<file path="src/rtl/gb_pkg.sv">
package gb_pkg;

  typedef enum logic [1:0] {
    CODE_STRONG   = 2'd0,
    CODE_MEDIUM   = 2'd1,
    CODE_BARE     = 2'd2,
    CODE_BARE_ALT = 2'd3
  } code_sel_e;

  typedef enum logic {
    ST_HUNT = 1'b0,
    ST_LOCK = 1'b1
  } lock_st_e;

endpackage

</file>
<file path="src/rtl/gb_ce_gen.sv">
module gb_ce_gen #(
  parameter int DIV = 3
) (
  input  logic clk_i,
  input  logic rst_ni,
  output logic ce_o
);

  generate
    if (DIV <= 1) begin : g_always
      assign ce_o = rst_ni;
    end else begin : g_div
      localparam int CNT_W = $clog2(DIV);
      logic [CNT_W-1:0] cnt_q;

      always_ff @(posedge clk_i or negedge rst_ni) begin
        if (!rst_ni)                        cnt_q <= '0;
        else if (cnt_q == CNT_W'(DIV - 1))  cnt_q <= '0;
        else                                cnt_q <= cnt_q + 1'b1;
      end

      assign ce_o = rst_ni && (cnt_q == CNT_W'(DIV - 1));

      a_r1_ce_spacing: assert property (@(posedge clk_i) disable iff (!rst_ni)
        ce_o |=> !ce_o);
    end
  endgenerate

endmodule

</file>
<file path="src/rtl/gb_rx_align.sv">
module gb_rx_align
  import gb_pkg::*;
#(
  parameter int              FRAME_W  = 120,
  parameter int              WORD_W   = 40,
  parameter int              HDR_W    = 8,
  parameter logic [HDR_W-1:0] HDR_VAL = 8'hB4,
  parameter int              LOCK_N   = 4,
  parameter int              UNLOCK_N = 4
) (
  input  logic               clk_i,
  input  logic               rst_ni,
  input  logic               ce_i,
  input  logic [WORD_W-1:0]  word_i,
  output logic [FRAME_W-1:0] frame_o,
  output logic               lock_o
);

  localparam int HIST_W  = 2 * FRAME_W;
  localparam int IDX_W   = $clog2(HIST_W);
  localparam int OFF_W   = $clog2(FRAME_W);
  localparam int CNT_MAX = (LOCK_N > UNLOCK_N) ? LOCK_N : UNLOCK_N;
  localparam int CNT_W   = $clog2(CNT_MAX + 1);

  logic [HIST_W-1:0] hist_q;
  logic [OFF_W-1:0]  off_q, off_slip;
  logic [CNT_W-1:0]  run_q;
  lock_st_e          st_q;
  logic              hdr_ok;

  // newest word enters at the bottom; older bits sit higher
  always_ff @(posedge clk_i or negedge rst_ni) begin
    if (!rst_ni) hist_q <= '0;
    else         hist_q <= {hist_q[HIST_W-WORD_W-1:0], word_i};
  end

  assign frame_o  = hist_q[IDX_W'(off_q) +: FRAME_W];
  assign hdr_ok   = (frame_o[FRAME_W-1 -: HDR_W] == HDR_VAL);
  assign off_slip = (off_q == OFF_W'(FRAME_W - 1)) ? '0 : off_q + 1'b1;

  always_ff @(posedge clk_i or negedge rst_ni) begin
    if (!rst_ni) begin
      st_q  <= ST_HUNT;
      run_q <= '0;
      off_q <= '0;
    end else if (ce_i) begin
      case (st_q)
        ST_HUNT: begin
          if (hdr_ok) begin
            if (run_q == CNT_W'(LOCK_N - 1)) begin
              st_q  <= ST_LOCK;
              run_q <= '0;
            end else begin
              run_q <= run_q + 1'b1;
            end
          end else begin
            run_q <= '0;
            off_q <= off_slip;
          end
        end
        ST_LOCK: begin
          if (!hdr_ok) begin
            if (run_q == CNT_W'(UNLOCK_N - 1)) begin
              st_q  <= ST_HUNT;
              run_q <= '0;
              off_q <= off_slip;
            end else begin
              run_q <= run_q + 1'b1;
            end
          end else begin
            run_q <= '0;
          end
        end
      endcase
    end
  end

  assign lock_o = (st_q == ST_LOCK);

  a_r4_lock_entry: assert property (@(posedge clk_i) disable iff (!rst_ni)
    $rose(lock_o) |-> $past(ce_i && hdr_ok));

  a_r4_slip_on_enable: assert property (@(posedge clk_i) disable iff (!rst_ni)
    !$stable(off_q) |-> $past(ce_i && !hdr_ok));

  a_r5_offset_held: assert property (@(posedge clk_i) disable iff (!rst_ni)
    (lock_o && $past(lock_o)) |-> $stable(off_q));

  a_r6_lock_exit: assert property (@(posedge clk_i) disable iff (!rst_ni)
    $fell(lock_o) |-> $past(ce_i && !hdr_ok));

endmodule

</file>
<file path="src/rtl/gb_tx_slicer.sv">
module gb_tx_slicer #(
  parameter int               FRAME_W = 120,
  parameter int               WORD_W  = 40,
  parameter int               HDR_W   = 8,
  parameter logic [HDR_W-1:0] HDR_VAL = 8'hB4
) (
  input  logic                       clk_i,
  input  logic                       rst_ni,
  input  logic                       ce_i,
  input  logic [FRAME_W-HDR_W-1:0]   body_i,
  output logic [WORD_W-1:0]          word_o
);

  logic [FRAME_W-1:0] frame_d, sreg_q;

  assign frame_d = {HDR_VAL, body_i};

  always_ff @(posedge clk_i or negedge rst_ni) begin
    if (!rst_ni)   sreg_q <= '0;
    else if (ce_i) sreg_q <= frame_d;
    else           sreg_q <= sreg_q << WORD_W;
  end

  assign word_o = sreg_q[FRAME_W-1 -: WORD_W];

  a_r9_first_word: assert property (@(posedge clk_i) disable iff (!rst_ni)
    ce_i |=> (word_o == $past(frame_d[FRAME_W-1 -: WORD_W])));

endmodule

</file>
<file path="src/rtl/frame_gearbox.sv">
module frame_gearbox
  import gb_pkg::*;
#(
  parameter int               WORD_W          = 40,
  parameter int               WORDS_PER_FRAME = 3,
  parameter int               HDR_W           = 8,
  parameter logic [HDR_W-1:0] HDR_VAL         = 8'hB4,
  parameter int               LOCK_N          = 4,
  parameter int               UNLOCK_N        = 4,
  parameter int               PAY_STRONG      = 80,
  parameter int               PAY_MEDIUM      = 96
) (
  input  logic                                     clk_i,
  input  logic                                     rst_ni,
  input  logic [1:0]                               code_sel_i,
  input  logic [WORD_W-1:0]                        rx_word_i,
  output logic [WORD_W*WORDS_PER_FRAME-1:0]        rx_frame_o,
  output logic [WORD_W*WORDS_PER_FRAME-HDR_W-1:0]  rx_payload_o,
  output logic                                     rx_frame_vld_o,
  output logic                                     rx_lock_o,
  input  logic [WORD_W*WORDS_PER_FRAME-HDR_W-1:0]  tx_body_i,
  output logic [WORD_W-1:0]                        tx_word_o,
  output logic                                     ce_o
);

  localparam int FRAME_W = WORD_W * WORDS_PER_FRAME;
  localparam int BODY_W  = FRAME_W - HDR_W;
  localparam int LEN_W   = $clog2(BODY_W + 1);

  logic              ce;
  logic [LEN_W-1:0]  pay_len;
  logic [BODY_W-1:0] pay_mask;

  gb_ce_gen #(.DIV(WORDS_PER_FRAME)) u_ce (
    .clk_i  (clk_i),
    .rst_ni (rst_ni),
    .ce_o   (ce)
  );

  gb_rx_align #(
    .FRAME_W  (FRAME_W),
    .WORD_W   (WORD_W),
    .HDR_W    (HDR_W),
    .HDR_VAL  (HDR_VAL),
    .LOCK_N   (LOCK_N),
    .UNLOCK_N (UNLOCK_N)
  ) u_rx (
    .clk_i   (clk_i),
    .rst_ni  (rst_ni),
    .ce_i    (ce),
    .word_i  (rx_word_i),
    .frame_o (rx_frame_o),
    .lock_o  (rx_lock_o)
  );

  gb_tx_slicer #(
    .FRAME_W (FRAME_W),
    .WORD_W  (WORD_W),
    .HDR_W   (HDR_W),
    .HDR_VAL (HDR_VAL)
  ) u_tx (
    .clk_i  (clk_i),
    .rst_ni (rst_ni),
    .ce_i   (ce),
    .body_i (tx_body_i),
    .word_o (tx_word_o)
  );

  always_comb begin
    case (code_sel_e'(code_sel_i))
      CODE_STRONG: pay_len = LEN_W'(PAY_STRONG);
      CODE_MEDIUM: pay_len = LEN_W'(PAY_MEDIUM);
      default:     pay_len = LEN_W'(BODY_W);
    endcase
  end

  // payload is MSB-aligned in the body; check bits trail it
  assign pay_mask       = ~({BODY_W{1'b1}} >> pay_len);
  assign rx_payload_o   = rx_frame_o[BODY_W-1:0] & pay_mask;
  assign rx_frame_vld_o = ce && rx_lock_o;
  assign ce_o           = ce;

endmodule

</file>
<file path="config.mk">
export PLATFORM = sky130hd
export DESIGN_NAME = frame_gearbox
export DESIGN_NICKNAME = d
export VERILOG_FILES = /design/src/rtl/gb_pkg.sv /design/src/rtl/gb_ce_gen.sv /design/src/rtl/gb_rx_align.sv /design/src/rtl/gb_tx_slicer.sv /design/src/rtl/frame_gearbox.sv
export SDC_FILE = /design/constraint.sdc
export NUM_CORES = 1
export LEC_CHECK = 0
export ABC_AREA = 0
export ABC_CLOCK_PERIOD_IN_PS = 4000
export BUFFER_PORTS_ARGS = -buffer_cell sky130_fd_sc_hd__buf_2
export CORE_UTILIZATION = 35
export DETAILED_ROUTE_END_ITERATION = 16
export PLACE_DENSITY = 0.49
export SLEW_MARGIN = 20
export SYNTH_ARGS = -nofsm -noshare
export SYNTH_HDL_FRONTEND = slang
export SYNTH_SLANG_ARGS = --single-unit
</file>
<file path="constraint.sdc">
create_clock -name clk_i -period 4 [get_ports clk_i]
set_input_delay 0 -clock clk_i [delete_from_list [all_inputs] [get_ports clk_i]]
set_output_delay 0 -clock clk_i [all_outputs]
set_load 0.02 [all_outputs]
</file>
==> flow_summary_export.csv <==
group,metric,value,unit
critical_path,crit_slowest_cell,"mux4_2",
synth,syn-num-nets,3350,
timing,setup_violations,0,
power_and_ir_drop,ir_drop,0.796,mV
global_route,top_usage_layer,"met2",
floorplanning,die_h,302,microns
detailed_routing,drc_errors,0,
global_route,grt_util_met3,7.23,%
detailed_routing,antenna_left,0,
synth,yosys-top-cells-count,"788 x nand2_1, 373 x dfrtp_1, 349 x mux2i_1, 319 x mux4_2, 217 x nor2_1",
clocking,cts_num_sinks,373,
timing,worst_clock_skew,32.6,ps
placement,dpl.hpwl,105000,microns
floorplanning,fp-row-count,109,
critical_path,worstPathRequired,4000,ps
timing,rsz0062_at_grt,"true",
cells_and_area,area_growth_syn_to_layout,22.7,%
synth,synth.area.top_cells,"dfrtp_1 30%, mux4_2 23%, mux2i_1 11%",
critical_path,cp.depth,13,
cells_and_area,layout.cells.non_filler,4862,
placement,port_buffers,430,
critical_path,worstPathMaxFanout,15,
critical_path,crit_chain,"buf_4 -> buf_4 -> mux4_2 -> nand2_1 -> o21a_1 -> nand2_1 -> o211ai_1 -> o21ai_0 -> or2_2 -> o311ai_0 -> o21ai_0 -> buf_4 -> buf_2",
synth,synthArstFlopShare,100,%
clocking,cts_tree,"yes",
floorplanning,start_util,35.5,%
placement,placed_cells,4602,
synth,yosysMostFrequentCell,"nand2_1",
global_route,overflow,0,
timing,post-route-period-util,99.4,%
synth,synth_edf_count,0,
detailed_routing,viasPerCell,5.98,
global_route,antenna_found_initial,1,
clocking,clk_pin_slew,60,ps
placement,globalplace.congestion,0.995,
synth,yosys_warnings,0,
floorplanning,die_x,302,microns
detailed_routing,drt-total-wl,140000,microns
synth,synth-seq-cells,373,
synth,ys.flop_type,"dfrtp_1",
clocking,cts_buffers,44,
global_route,use_met1,41.2,%
power_and_ir_drop,p_leak,17.6,nW
floorplanning,die_area,0.0914,sq mm
floorplanning,io_pins,431,
timing,fin_crit,3970,ps
critical_path,startpoint_type,"register",
flow_run,drv_cap,0,
synth,synth.largest_area_cell,"dfrtp_1",
synth,synthCells,3192,
cells_and_area,fillerInstances,8518,
critical_path,cp.arrival,3970,ps
synth,syn_area,0.0316,sq mm
clocking,clock-root-buffer,"clkbuf_16",
timing,slew_headroom,34.8,%
floorplanning,core-area,0.0888,sq mm
synth,synth_top_area_share,29.6,%
power_and_ir_drop,total_power,0.0404,W
clocking,clkLatencyLatePin,590,ps
critical_path,regToRegStartpoint,"u_rx.off_q[0]",
timing,max_freq,252,MHz
cells_and_area,fin_nets,3817,
detailed_routing,wl_per_cell,28.9,microns
detailed_routing,drt_iter0_markers,3819,
clocking,clock_path_buffers,3,
critical_path,slowest_delay,590,ps
critical_path,cp_top_family,"compound AO/OA/AOI/OAI gates",
synth,synth_cell_types,73,
timing,finalSetupTns,0,ps
global_route,grt.total_usage,30.0,%
detailed_routing,firstDrtPassIters,6,
critical_path,crit_start,"u_rx.off_q[0]",
global_route,grtUsageMet2,45.5,%
synth,yosysSeqAreaShare,29.6,%
timing,worst_pin_slew,979,ps
global_route,grt_pass1_vias,27700,
cells_and_area,drive_above_1_share,34.9,%
cells_and_area,ff_latch_area,0.00936,sq mm
critical_path,timing.critical_path.buf_inv,4,
critical_path,crit_top_cell,"buf_4",
min_path,min_path_type,"input port to async pin",
timing,finalHoldViolCount,0,
clocking,cts_htree_levels,2,
global_route,grt_pass1_wl,199000,microns
outcome,outcome,"completed",
critical_path,worstSetupPathType,"register to output port",
global_route,grt_max_degree,169,
cells_and_area,multi_input_area,0.0200,sq mm
critical_path,r2r_cells,12,
critical_path,cp-end-kind,"output port",
detailed_routing,vias,29100,
critical_path,reg2reg_setup_slack,120,ps
power_and_ir_drop,powerDensity,1040,mW/mm^2
critical_path,timing.rr.end,"u_rx.run_q[0]",
timing,finalMaxSlewViolations,0,
synth,synth.avg_cell_area,9.89,sq um
critical_path,endpoint,"rx_frame_o[71]",
## worst reg2reg max path: cells and delay by family, from the launching register on
| kind | cells | cell delay (ps) |
|---|---|---|
| XOR/XNOR | 1 | 140 |
| flip-flops | 1 | 540 |
| multiplexers | 3 | 1530 |
| AO/OA/AOI/OAI | 1 | 110 |
| buffers and inverters | 3 | 490 |
| AND/OR/NAND/NOR | 4 | 920 |
## stage by stage
stage	worst slack (ps)	hold slack (ps)	instance area [sq um]	utilization (%)
after floorplan	319	-296	31600	-
after global placement	100	-88.4	34700	39.1
after detailed placement	50.5	-89.9	34700	39.1
after CTS	3.52	11.1	38300	43.1
after global routing	-87.7	37.9	38700	43.6
final	25.0	30.9	38700	43.6
## where the power goes
part	total, W	switching (W)	internal, W
Clock	0.00431	0.00171	0.00261
Sequential	0.00447	0.000498	0.00397
Combinational	0.0316	0.0199	0.0117
## worst min path at each step
stage	start	endpoint	slack, ps	cells after the start
3_5_place_dp	rst_ni	u_rx.hist_q[216]	-90	1
4_1_cts	rst_ni	u_rx.hist_q[209]	10	3
6_report	rst_ni	u_rx.hist_q[209]	30	3
2_1_floorplan	rst_ni	async pin	-300	0
3_3_place_gp	rst_ni	u_rx.hist_q[216]	-90	1
5_1_grt	rst_ni	u_rx.hist_q[216]	40	3
## placed cells by master (no fill, tap or decap), types with 8 or more instances in the layout
| cell | count |
|---|---|
| a211oi_1 | 8 |
| a21oi_1 | 94 |
| a31oi_1 | 11 |
| and2_1 | 67 |
| and3_1 | 9 |
| buf_12 | 21 |
| buf_16 | 9 |
| buf_2 | 429 |
| buf_4 | 196 |
| clkbuf_16 | 49 |
| dfrtp_1 | 366 |
| dlygate4sd3_1 | 153 |
| inv_1 | 13 |
| mux2_2 | 106 |
| mux2i_1 | 300 |
| mux2i_2 | 47 |
| mux4_1 | 10 |
| mux4_2 | 319 |
| nand2_1 | 775 |
| nand2_2 | 13 |
| nand2b_1 | 11 |
| nand3_1 | 24 |
| nor2_1 | 216 |
| nor2b_1 | 8 |
| nor3_1 | 10 |
| o211ai_1 | 54 |
| o21a_1 | 22 |
| o21ai_0 | 112 |
| o21ai_1 | 33 |
| or3_1 | 15 |
## metal layers
metal	share of wire, %	wire [microns]
met2	45	62700
met4	4.3	6040
met3	10	14600
met5	0.0093	13
met1	41	57100
## sequential cells by signal, summed over array words and instances, names as in the netlist, named ones only
register	cells
u_rx.run_q	3
u_rx.off_q	7
u_ce.g_div.cnt_q	2
u_tx.sreg_q	120
u_rx.hist_q	240
## final cells by class
class,count,share of cell area (%)
Clock buffer,55,3.19
Sequential cell,373,24.2
Multi-Input combinational cell,2393,51.8
Timing Repair Buffer,827,15.9
Tap cell,1165,3.76
Clock inverter,27,0.892
Antenna cell,2,0.0129
Inverter,20,0.252
## cell families after synthesis
group / synth area share [%]
compound gates: 8.51
simple gates: 15.2
buf+inv: 7.90
xor+xnor: 0.0555
fa+ha+maj: 0.0793
flops: 29.6
mux: 38.7
## repair_timing
item | in CTS | in global routing
buffers inserted | 10 | 5
endpoints found under the hold margin | 393 | 0
gates resized for setup | 41 | 100
cloned | 5 | 3
pin swaps | 0 | 3
setup endpoints to repair | 217 | 130
hold buffers | 154 | 0
(Power assumes the default switching activity.)
